<file path="src/rtl/tx_iq_pkg.sv">
package tx_iq_pkg;
  localparam int IQ_W   = 12;
  localparam int WORD_W = 32;
  localparam int ADDR_W = 32;
  localparam int HALF_W = WORD_W / 2;

  typedef struct packed {
    logic [IQ_W-1:0] q;
    logic [IQ_W-1:0] i;
  } iq_t;

  typedef enum logic {
    SRC_TONE = 1'b0,
    SRC_DMA  = 1'b1
  } src_e;

  localparam logic [1:0] REG_BASE = 2'd0;
  localparam logic [1:0] REG_LEN  = 2'd1;
  localparam logic [1:0] REG_CTRL = 2'd2;
  localparam logic [1:0] REG_IRQ  = 2'd3;
endpackage

</file>
<file path="src/rtl/tx_tone_gen.sv">
module tx_tone_gen
  import tx_iq_pkg::*;
#(
  parameter int AMP = (1 << (IQ_W - 1)) - 2
) (
  input  logic clk_i,
  input  logic rst_ni,
  input  logic ready_i,
  output logic valid_o,
  output iq_t  data_o
);
  localparam logic [IQ_W-1:0] POS = IQ_W'(AMP);
  localparam logic [IQ_W-1:0] NEG = IQ_W'(-AMP);

  logic [1:0] phase_q;

  always_ff @(posedge clk_i or negedge rst_ni) begin
    if (!rst_ni)      phase_q <= '0;
    else if (ready_i) phase_q <= phase_q + 2'd1;
  end

  always_comb begin
    data_o = '0;
    unique case (phase_q)
      2'd0: data_o.i = POS;
      2'd1: data_o.q = POS;
      2'd2: data_o.i = NEG;
      default: data_o.q = NEG;
    endcase
  end

  assign valid_o = 1'b1;
endmodule

</file>
<file path="src/rtl/tx_dma_fifo.sv">
module tx_dma_fifo #(
  parameter int WIDTH = 24,
  parameter int DEPTH = 4,
  localparam int CNT_W = $clog2(DEPTH + 1),
  localparam int PTR_W = (DEPTH > 1) ? $clog2(DEPTH) : 1
) (
  input  logic             clk_i,
  input  logic             rst_ni,
  input  logic             push_i,
  input  logic [WIDTH-1:0] data_i,
  input  logic             pop_i,
  output logic [WIDTH-1:0] data_o,
  output logic             empty_o,
  output logic             full_o,
  output logic [CNT_W-1:0] count_o
);
  logic [WIDTH-1:0] mem_q [DEPTH];
  logic [PTR_W-1:0] wr_ptr_q, rd_ptr_q;
  logic [CNT_W-1:0] cnt_q;
  logic do_push, do_pop;

  assign empty_o = (cnt_q == '0);
  assign full_o  = (cnt_q == CNT_W'(DEPTH));
  assign count_o = cnt_q;
  assign do_push = push_i & ~full_o;
  assign do_pop  = pop_i & ~empty_o;
  assign data_o  = mem_q[rd_ptr_q];

  function automatic logic [PTR_W-1:0] nxt(input logic [PTR_W-1:0] p);
    return (p == PTR_W'(DEPTH - 1)) ? '0 : p + PTR_W'(1);
  endfunction

  always_ff @(posedge clk_i) begin
    if (do_push) mem_q[wr_ptr_q] <= data_i;
  end

  always_ff @(posedge clk_i or negedge rst_ni) begin
    if (!rst_ni) begin
      wr_ptr_q <= '0;
      rd_ptr_q <= '0;
      cnt_q    <= '0;
    end else begin
      if (do_push) wr_ptr_q <= nxt(wr_ptr_q);
      if (do_pop)  rd_ptr_q <= nxt(rd_ptr_q);
      unique case ({do_push, do_pop})
        2'b10:   cnt_q <= cnt_q + CNT_W'(1);
        2'b01:   cnt_q <= cnt_q - CNT_W'(1);
        default: cnt_q <= cnt_q;
      endcase
    end
  end
endmodule

</file>
<file path="src/rtl/tx_dma_reader.sv">
module tx_dma_reader
  import tx_iq_pkg::*;
#(
  parameter int DEPTH = 4,
  parameter int LEN_W = 16,
  localparam int CNT_W = $clog2(DEPTH + 1)
) (
  input  logic              clk_i,
  input  logic              rst_ni,
  input  logic              start_i,
  input  logic [ADDR_W-1:0] base_i,
  input  logic [LEN_W-1:0]  len_i,
  output logic              busy_o,
  output logic              done_o,
  output logic              wb_cyc_o,
  output logic              wb_stb_o,
  output logic [ADDR_W-1:0] wb_adr_o,
  input  logic [WORD_W-1:0] wb_dat_i,
  input  logic              wb_ack_i,
  output logic              valid_o,
  input  logic              ready_i,
  output iq_t               data_o,
  output logic [CNT_W-1:0]  fill_o
);
  localparam logic [ADDR_W-1:0] ADR_STEP = ADDR_W'(WORD_W / 8);

  logic              busy_q, cyc_q;
  logic [ADDR_W-1:0] adr_q;
  logic [LEN_W-1:0]  req_left_q, out_left_q;
  logic              take, pop, empty, full, issue, accept;
  iq_t               word_iq;

  assign accept = start_i & ~busy_q;
  assign take   = cyc_q & wb_ack_i;
  assign pop    = valid_o & ready_i;
  assign issue  = busy_q & ~cyc_q & (req_left_q != '0) & (fill_o < CNT_W'(DEPTH));
  assign done_o = (accept & (len_i == '0)) | (busy_q & pop & (out_left_q == LEN_W'(1)));

  assign word_iq.i = wb_dat_i[IQ_W-1:0];
  assign word_iq.q = wb_dat_i[HALF_W+IQ_W-1:HALF_W];

  always_ff @(posedge clk_i or negedge rst_ni) begin
    if (!rst_ni) begin
      busy_q     <= 1'b0;
      cyc_q      <= 1'b0;
      adr_q      <= '0;
      req_left_q <= '0;
      out_left_q <= '0;
    end else if (accept) begin
      if (len_i != '0) begin
        busy_q     <= 1'b1;
        adr_q      <= base_i;
        req_left_q <= len_i;
        out_left_q <= len_i;
      end
    end else begin
      if (issue) cyc_q <= 1'b1;
      if (take) begin
        cyc_q      <= 1'b0;
        adr_q      <= adr_q + ADR_STEP;
        req_left_q <= req_left_q - LEN_W'(1);
      end
      if (busy_q && pop) begin
        out_left_q <= out_left_q - LEN_W'(1);
        if (out_left_q == LEN_W'(1)) busy_q <= 1'b0;
      end
    end
  end

  tx_dma_fifo #(
    .WIDTH($bits(iq_t)),
    .DEPTH(DEPTH)
  ) u_fifo (
    .clk_i  (clk_i),
    .rst_ni (rst_ni),
    .push_i (take),
    .data_i (word_iq),
    .pop_i  (pop),
    .data_o (data_o),
    .empty_o(empty),
    .full_o (full),
    .count_o(fill_o)
  );

  assign valid_o  = ~empty;
  assign busy_o   = busy_q;
  assign wb_cyc_o = cyc_q;
  assign wb_stb_o = cyc_q;
  assign wb_adr_o = adr_q;

  logic unused_full;
  assign unused_full = full;
endmodule

</file>
<file path="src/rtl/tx_src_mux.sv">
module tx_src_mux
  import tx_iq_pkg::*;
(
  input  logic clk_i,
  input  logic rst_ni,
  input  src_e sel_i,
  input  logic tone_valid_i,
  input  iq_t  tone_data_i,
  output logic tone_ready_o,
  input  logic dma_valid_i,
  input  iq_t  dma_data_i,
  output logic dma_ready_o,
  output logic valid_o,
  output iq_t  data_o,
  input  logic ready_i,
  output src_e cur_sel_o
);
  src_e sel_q;

  // switch only when nothing is held unaccepted
  always_ff @(posedge clk_i or negedge rst_ni) begin
    if (!rst_ni)                  sel_q <= SRC_TONE;
    else if (!valid_o || ready_i) sel_q <= sel_i;
  end

  assign valid_o      = (sel_q == SRC_DMA) ? dma_valid_i : tone_valid_i;
  assign data_o       = (sel_q == SRC_DMA) ? dma_data_i  : tone_data_i;
  assign tone_ready_o = ready_i & (sel_q == SRC_TONE);
  assign dma_ready_o  = ready_i & (sel_q == SRC_DMA);
  assign cur_sel_o    = sel_q;
endmodule

</file>
<file path="src/rtl/tx_iq_source.sv">
module tx_iq_source
  import tx_iq_pkg::*;
#(
  parameter int DEPTH = 4,
  parameter int LEN_W = 16,
  parameter int AMP   = (1 << (IQ_W - 1)) - 2,
  localparam int CNT_W = $clog2(DEPTH + 1)
) (
  input  logic              clk_i,
  input  logic              rst_ni,
  input  logic              src_sel_i,
  input  logic              cfg_we_i,
  input  logic [1:0]        cfg_addr_i,
  input  logic [31:0]       cfg_wdata_i,
  output logic [31:0]       cfg_rdata_o,
  output logic              wb_cyc_o,
  output logic              wb_stb_o,
  output logic              wb_we_o,
  output logic [ADDR_W-1:0] wb_adr_o,
  input  logic [WORD_W-1:0] wb_dat_i,
  input  logic              wb_ack_i,
  output logic              tx_valid_o,
  input  logic              tx_ready_i,
  output logic [IQ_W-1:0]   tx_i_o,
  output logic [IQ_W-1:0]   tx_q_o,
  output logic              irq_o
);
  logic [ADDR_W-1:0] base_q;
  logic [LEN_W-1:0]  len_q;
  logic              flag_q, irq_en_q;
  logic              start, busy, done;
  logic              tone_valid, tone_ready, dma_valid, dma_ready;
  iq_t               tone_data, dma_data, out_data;
  logic [CNT_W-1:0]  dma_fill;
  src_e              cur_sel;

  assign start = cfg_we_i & (cfg_addr_i == REG_CTRL) & cfg_wdata_i[0];

  always_ff @(posedge clk_i or negedge rst_ni) begin
    if (!rst_ni) begin
      base_q   <= '0;
      len_q    <= '0;
      flag_q   <= 1'b0;
      irq_en_q <= 1'b0;
    end else begin
      if (cfg_we_i && cfg_addr_i == REG_BASE) base_q <= cfg_wdata_i[ADDR_W-1:0];
      if (cfg_we_i && cfg_addr_i == REG_LEN)  len_q  <= cfg_wdata_i[LEN_W-1:0];
      if (cfg_we_i && cfg_addr_i == REG_IRQ)  irq_en_q <= cfg_wdata_i[1];
      if (done)                                              flag_q <= 1'b1;
      else if (cfg_we_i && cfg_addr_i == REG_IRQ && cfg_wdata_i[0]) flag_q <= 1'b0;
    end
  end

  always_comb begin
    unique case (cfg_addr_i)
      REG_BASE: cfg_rdata_o = 32'(base_q);
      REG_LEN:  cfg_rdata_o = 32'(len_q);
      REG_CTRL: cfg_rdata_o = 32'(busy);
      default:  cfg_rdata_o = {30'd0, irq_en_q, flag_q};
    endcase
  end

  assign irq_o   = flag_q & irq_en_q;
  assign wb_we_o = 1'b0;

  tx_tone_gen #(.AMP(AMP)) u_tone (
    .clk_i  (clk_i),
    .rst_ni (rst_ni),
    .ready_i(tone_ready),
    .valid_o(tone_valid),
    .data_o (tone_data)
  );

  tx_dma_reader #(.DEPTH(DEPTH), .LEN_W(LEN_W)) u_dma (
    .clk_i   (clk_i),
    .rst_ni  (rst_ni),
    .start_i (start),
    .base_i  (base_q),
    .len_i   (len_q),
    .busy_o  (busy),
    .done_o  (done),
    .wb_cyc_o(wb_cyc_o),
    .wb_stb_o(wb_stb_o),
    .wb_adr_o(wb_adr_o),
    .wb_dat_i(wb_dat_i),
    .wb_ack_i(wb_ack_i),
    .valid_o (dma_valid),
    .ready_i (dma_ready),
    .data_o  (dma_data),
    .fill_o  (dma_fill)
  );

  tx_src_mux u_mux (
    .clk_i       (clk_i),
    .rst_ni      (rst_ni),
    .sel_i       (src_e'(src_sel_i)),
    .tone_valid_i(tone_valid),
    .tone_data_i (tone_data),
    .tone_ready_o(tone_ready),
    .dma_valid_i (dma_valid),
    .dma_data_i  (dma_data),
    .dma_ready_o (dma_ready),
    .valid_o     (tx_valid_o),
    .data_o      (out_data),
    .ready_i     (tx_ready_i),
    .cur_sel_o   (cur_sel)
  );

  assign tx_i_o = out_data.i;
  assign tx_q_o = out_data.q;
endmodule

</file>
<file path="config.mk">
export PLATFORM = sky130hd
export DESIGN_NAME = tx_iq_source
export DESIGN_NICKNAME = d
export VERILOG_FILES = /design/src/rtl/tx_iq_pkg.sv /design/src/rtl/tx_tone_gen.sv /design/src/rtl/tx_dma_fifo.sv /design/src/rtl/tx_dma_reader.sv /design/src/rtl/tx_src_mux.sv /design/src/rtl/tx_iq_source.sv
export SDC_FILE = /design/constraint.sdc
export NUM_CORES = 1
export LEC_CHECK = 0
export ABC_AREA = 1
export BUFFER_PORTS_ARGS = -buffer_cell sky130_fd_sc_hd__buf_2
export CORE_MARGIN = 2
export CORE_UTILIZATION = 58
export DETAILED_ROUTE_END_ITERATION = 8
export PLACE_DENSITY_LB_ADDON = 0.05
export SLEW_MARGIN = 10
export SYNTH_ARGS = -nofsm -noshare
export SYNTH_HDL_FRONTEND = slang
export SYNTH_SLANG_ARGS = --single-unit
</file>
<file path="constraint.sdc">
create_clock -name clk_i -period 3.3 [get_ports clk_i]
set_input_delay 0.33 -clock clk_i [delete_from_list [all_inputs] [get_ports clk_i]]
set_output_delay 0.33 -clock clk_i [all_outputs]
set_load 0.01 [all_outputs]
</file>
Word level (Yosys, flattened, before mapping)
Memory sizes are Yosys's and may differ from the RTL's.
Cells that the tools add are included.
{"block": "totals", "output_inout_bits": 93, "input_bits": 72, "regBits": 126, "ram_bits": 96, "n_memories": 1, "wordCells": 109}
{"block": "classes", "order_cmp": 1, "mux": 26, "bitwise": 23, "n_reduce_logical": 24, "eq_ne": 12, "n_addsub": 8}
{"name": "u_dma.u_fifo.mem_q", "words": 4, "word_bits": 24, "rd": 1, "rd_clocked_by_memory_dff": 0, "wr": 1, "line": "tx_dma_fifo.sv:17", "source": "logic [WIDTH-1:0] mem_q [DEPTH];"}
{"operator": "$mux W32", "count": 3}
{"operator": "$pmux W32 S3", "count": 1}
{"operator": "$mux W16", "count": 5}
{"operator": "$pmux W12 S2", "count": 2}
{"operator": "$add A32 B3 Y32 const B", "count": 1}
{"operator": "$reduce_bool A16 Y1", "count": 2}
{"operator": "$sub A16 B1 Y16 const B", "count": 2}
{"operator": "$mux W24", "count": 1}
{"operator": "$and A1 B1 Y1", "count": 16}
{"operator": "$eq A16 B1 Y1 const B", "count": 1}
{"operator": "$logic_not A16 Y1", "count": 1}
{"operator": "$eq A2 B2 Y1 const B", "count": 6}
{"operator": "$reduce_bool A2 Y1", "count": 6}
{"operator": "$mux W1", "count": 11}
{"operator": "$add A2 B1 Y2 const B", "count": 3}
{"operator": "$eq A2 B1 Y1 const B", "count": 3}
{"operator": "$not A1 Y1", "count": 6}
{"operator": "$pmux W3 S2", "count": 1}
{"operator": "$reduce_and A2 Y1", "count": 3}
{"operator": "$logic_and A1 B1 Y1", "count": 5}
{"operator": "$logic_not A2 Y1", "count": 2}
{"operator": "$mux W2", "count": 2}
{"operator": "$add A3 B1 Y3 const B", "count": 1}
{"operator": "$eq A3 B3 Y1 const B", "count": 1}
{"operator": "9 further kinds", "count": 9}

Depth between registers and ports, before layout
{"block": "logic_depth", "ltp_word": 7, "mapped_depth": 11, "ltp_nobuf": 11}

Hierarchy
Synthesis repeated with hierarchy kept, for this count alone.
{"block": "unflattened", "hier_cells": 1610, "area_unflattened_um2": 12410.7}
{"module": "tx_dma_reader", "cells_each": 821, "area_per_inst_um2": 4947.2, "seq_area_each_um2": 1651.6, "n_inst": 1}
{"module": "tx_dma_fifo", "cells_each": 341, "area_per_inst_um2": 4370.4, "seq_area_each_um2": 3057.9, "n_inst": 1}
{"module": "tx_iq_source", "cells_each": 318, "area_per_inst_um2": 2364.8, "seq_area_each_um2": 1251.2, "n_inst": 1}
{"module": "tx_src_mux", "cells_each": 92, "area_per_inst_um2": 431.7, "seq_area_each_um2": 25.0, "n_inst": 1}
{"module": "tx_tone_gen", "cells_each": 38, "area_per_inst_um2": 296.5, "seq_area_each_um2": 50.0, "n_inst": 1}

Worst setup path after synthesis
Ideal clock, no wire load.
{"block": "synth_path", "path_kind": "register -> register", "from": "reg u_dma.cyc_q (netlist: u_dma.wb_cyc_o)", "to": "mem u_dma.u_fifo.mem_q[0][0] (enable)", "path_stages_with_launch": 5, "setup_time_ns": 0.405, "period_less_slack_ns": 2.376, "slack_ns": 0.924, "t_required_ns": 2.895, "arrival_ns": 1.971, "n_path_buf": 0, "cell_sequence": "dfrtp_1 nand2_1 a31oi_1 inv_1 nor2_1"}
{"block": "synth_via", "elab_chain_len": 4}
{"item": "from (decl)", "line": "tx_dma_reader.sv:27", "source": "logic busy_q, cyc_q;"}
{"item": "from (signal assigned)", "line": "tx_dma_reader.sv:45", "source": "cyc_q <= 1'b0;"}
{"item": "from (signal assigned)", "line": "tx_dma_reader.sv:57", "source": "if (issue) cyc_q <= 1'b1;"}
{"item": "from (signal assigned)", "line": "tx_dma_reader.sv:59", "source": "cyc_q <= 1'b0;"}
{"item": "$and A1 B1 Y1", "line": "tx_dma_reader.sv:34", "source": "assign take = cyc_q & wb_ack_i;"}
{"item": "$and A1 B1 Y1", "line": "tx_dma_fifo.sv:25", "source": "assign do_push = push_i & ~full_o;"}
{"item": "$mux W1", "line": "tx_dma_fifo.sv:34", "source": "if (do_push) mem_q[wr_ptr_q] <= data_i;"}
{"item": "$mux W1 (implied by the code)", "line": "tx_dma_fifo.sv:34"}
{"item": "to (decl)", "line": "tx_dma_fifo.sv:17"}
Every way passes these cells.

Final worst setup path
{"block": "layout_path", "from": "reg u_dma.u_fifo.rd_ptr_q[0]", "to": "out tx_q_o[0]"}
{"block": "layout_via", "elab_chain_len": 2}
{"item": "from (decl)", "line": "tx_dma_fifo.sv:18", "source": "logic [PTR_W-1:0] wr_ptr_q, rd_ptr_q;"}
{"item": "from (signal assigned)", "line": "tx_dma_fifo.sv:44", "source": "if (do_pop) rd_ptr_q <= nxt(rd_ptr_q);"}
{"item": "$mem_v2 Z4 W24"}
{"item": "$mux W24", "line": "tx_src_mux.sv:27", "source": "assign data_o = (sel_q == SRC_DMA) ? dma_data_i : tone_data_i;"}
{"item": "to (decl)", "line": "tx_iq_source.sv:25", "source": "output logic [IQ_W-1:0] tx_q_o,"}
Every way passes these cells.

==> out/results.tsv <==
metric	value	unit
outcome	finished clean	
cp-start-kind	flip-flop	
setup_viol	0	
rsz0062_at_grt	no	
r2r-start	u_dma.wb_cyc_o	
insertion_delay	0.51	ns
dpl.hpwl	19.36	mm
r2r_slack	1.06	ns
coreArea	19460	sq um
ys_types	39	
drtAntennaViolNets	0	
finalHoldViolCount	0	
io_buffers	155	
antenna_found_initial	0	
grt_usage	0.2708	
min_to	u_dma.u_fifo.mem_q[3][6]	
fillers	1639	
syn_avg_cell_area	7.881	sq um
vias	9995	
peakVddDrop	0.0004330	V
cp_max_fo	27	
fp.dieH	144.7	um
arrival	2.20	ns
tritoncts	done	
finalSetupTns	0	ns
fp-row-count	51	
final_cell_mix	nand2_1 (438), nor2_1 (215), buf_2 (154)	
gr-total-overflow	0	
final_common_cell	nand2_1	
final_util	0.6837	
fin_crit_sh	0.7657	
critPathKind	reg2out	
initial_core_util	0.5900	
yosys_register_bits	222	
slew_violations	0	
slew_headroom	0.4031	
die_area	20940	sq um
final_cell_area	13310	sq um
ctsHtreeMaxLevel	1	
fin_nets	1686	
firstDrtPassIters	5	
hold_path_class	in2reg	
num_io_pins	165	
grt_pass1_wl	44.69	mm
routed_via_density	5.308	
endpoint_kind	output pin	
clk_pin_slew	0.06	ns
hold_ws	0.03504	ns
maxCapViolCount	0	
synth-warning-count	0	
routed_wl	28.37	mm
syn_to_final_growth	15.89	%
total_power	10.36	mW
drcViolationCount	0	
layout-drive-gt1-share	0.1441	
wl_per_cell	15.07	um
cts_max_path_buffers	3	
reg2reg_to	u_dma.u_fifo.count_o[1]	
r2r_cells	7	
first_global_vias	8795	
crit_required	2.97	ns
hp-start	wb_dat_i[6]	
clock_sinks	222	
die_w	144.7	um
clock-root-buffer	clkbuf_16	
finClkSkew	0.01349	ns
fin_crit	2.527	ns
yosysSeqAreaShare	0.5257	
placed_area	12460	sq um
postSynthNetCount	1544	
powerDensity	778.6	nW/um^2
globalplace.congestion	0.9366	
grt_max_degree	73	
leakage	6.474	nW
postSynthCellCount	1457	
fmax	395.8	MHz
worst_slew_pin_slew	0.8932	ns
min_path_cells	1	
first_iter_violations	840	
cts_made_buffers	24	
syn_area	11480	sq um
[cell usage after synthesis]
cell type  instances  area share
a21boi_4           1      0.0016
a21oi_1           57       0.025
a22o_1             2      0.0015
a31oi_1            2      0.0011
and2_1             1     0.00055
buf_1              3     0.00098
buf_2             15      0.0065
buf_4              9      0.0059
buf_6              2      0.0020
clkbuf_1          26      0.0085
clkinv_1           2     0.00065
conb_1             1     0.00033
dfrtp_1          126        0.27
edfxtp_1          96        0.25
fa_1               1      0.0017
ha_1              14       0.015
inv_1            146       0.048
inv_2              2     0.00065
nand2_1          439        0.14
nand2_2            2      0.0011
nand2_4            3      0.0029
nand3_1          111       0.048
nand3b_1           9      0.0059
nand4_1            1     0.00055
nor2_1           219       0.072
nor2_2             3      0.0016
nor2_4             1     0.00098
nor3_1             3      0.0013
o2111ai_1          1     0.00076
o211ai_1           1     0.00065
o21ai_0          127       0.055
o21ai_1            6      0.0026
o21ai_2            5      0.0038
o21bai_1           2      0.0013
o22ai_1            4      0.0022
o31ai_1            1     0.00065
or2_2              3      0.0016
xnor2_1            3      0.0023
xor2_1             7      0.0053
[sequential cells by signal, indices dropped and copies added (netlist names)]
signal	cells
u_dma.u_fifo.mem_q	96
base_q	32
u_dma.wb_adr_o	32
len_q	16
u_dma.out_left_q	16
u_dma.req_left_q	16
u_dma.u_fifo.count_o	3
u_dma.u_fifo.rd_ptr_q	2
u_dma.u_fifo.wr_ptr_q	2
u_tone.phase_q	2
flag_q	1
irq_en_q	1
u_dma.busy_o	1
u_dma.wb_cyc_o	1
u_mux.cur_sel_o	1
[power by group]
group	switching [mW]	internal (mW)
combinational	2.28	1.21
clock	1.08	1.74
sequential	0.536	3.51
[layer usage]
metal | vias to the layer above | share of wire | global-route usage
met2 | 372 | 0.47 | 0.4410
met4 | 0 | 0.020 | 0.06490
met1 | 4617 | 0.45 | 0.3918
li1 | 4968 | - | -
met5 | - | 0 | 0
met3 | 38 | 0.067 | 0.03389
[logic make-up (layout without fill, tap and decap cells)]
kind of cell    count (synthesis)  in the layout  synth area share
compound gates                209            209           0.09644
xor+xnor                       10             10          0.007628
fa+ha+maj                      15             15           0.01700
buf+inv                       205            365           0.07290
flops                         222            222            0.5257
other cells                     1              2         0.0003266
simple gates                  795            795            0.2800
[area by class of cell]
class | instances | area (sq um) | share of cell area
flip-flops and latches | 222 | 6037 | 0.4537
multi-input cells | 1030 | 4622 | 0.3473
repair buffers | 171 | 913.4 | 0.06864
clock buffers | 37 | 724.4 | 0.05444
inverters | 150 | 563.0 | 0.04231
well taps | 265 | 331.6 | 0.02492
clock inverters | 7 | 112.6 | 0.008463
diodes | 1 | 2.502 | 0.0001881
[what timing repair did]
item,in CTS,in global routing
hold buffers,1,0
resized for setup,0,0
hold endpoints to repair,26,0
setup buffers,0,0
[worst max-delay path by stage]
stage,cells after the start,to,start,slack [ns]
floorplan,4,u_dma.u_fifo.mem_q[0][0],u_dma.wb_cyc_o,0.92
global placement,10,u_dma.req_left_q[13],cfg_addr_i[0],1.11
detailed placement,9,u_dma.req_left_q[0],cfg_addr_i[0],1.02
CTS,4,tx_q_o[0],u_dma.u_fifo.rd_ptr_q[0],0.72
global route,4,tx_i_o[0],u_dma.u_fifo.rd_ptr_q[0],0.57
finish,4,tx_q_o[0],u_dma.u_fifo.rd_ptr_q[0],0.77
[metrics by stage]
stage                     std cells  setup WS [ns]
after floorplan                1457         0.9244
after global placement         1837          1.107
after detailed placement       1837          1.025
after CTS                      1882         0.7186
after global routing           1882         0.5655
final                          1883         0.7733
[critical path, stage by stage (launching register included)]
cell      delay [ns]
dfrtp_2         0.35
clkinv_1        0.64
o21ai_0         0.41
a21oi_1         0.13
buf_2           0.15
(Power assumes the default switching activity.)
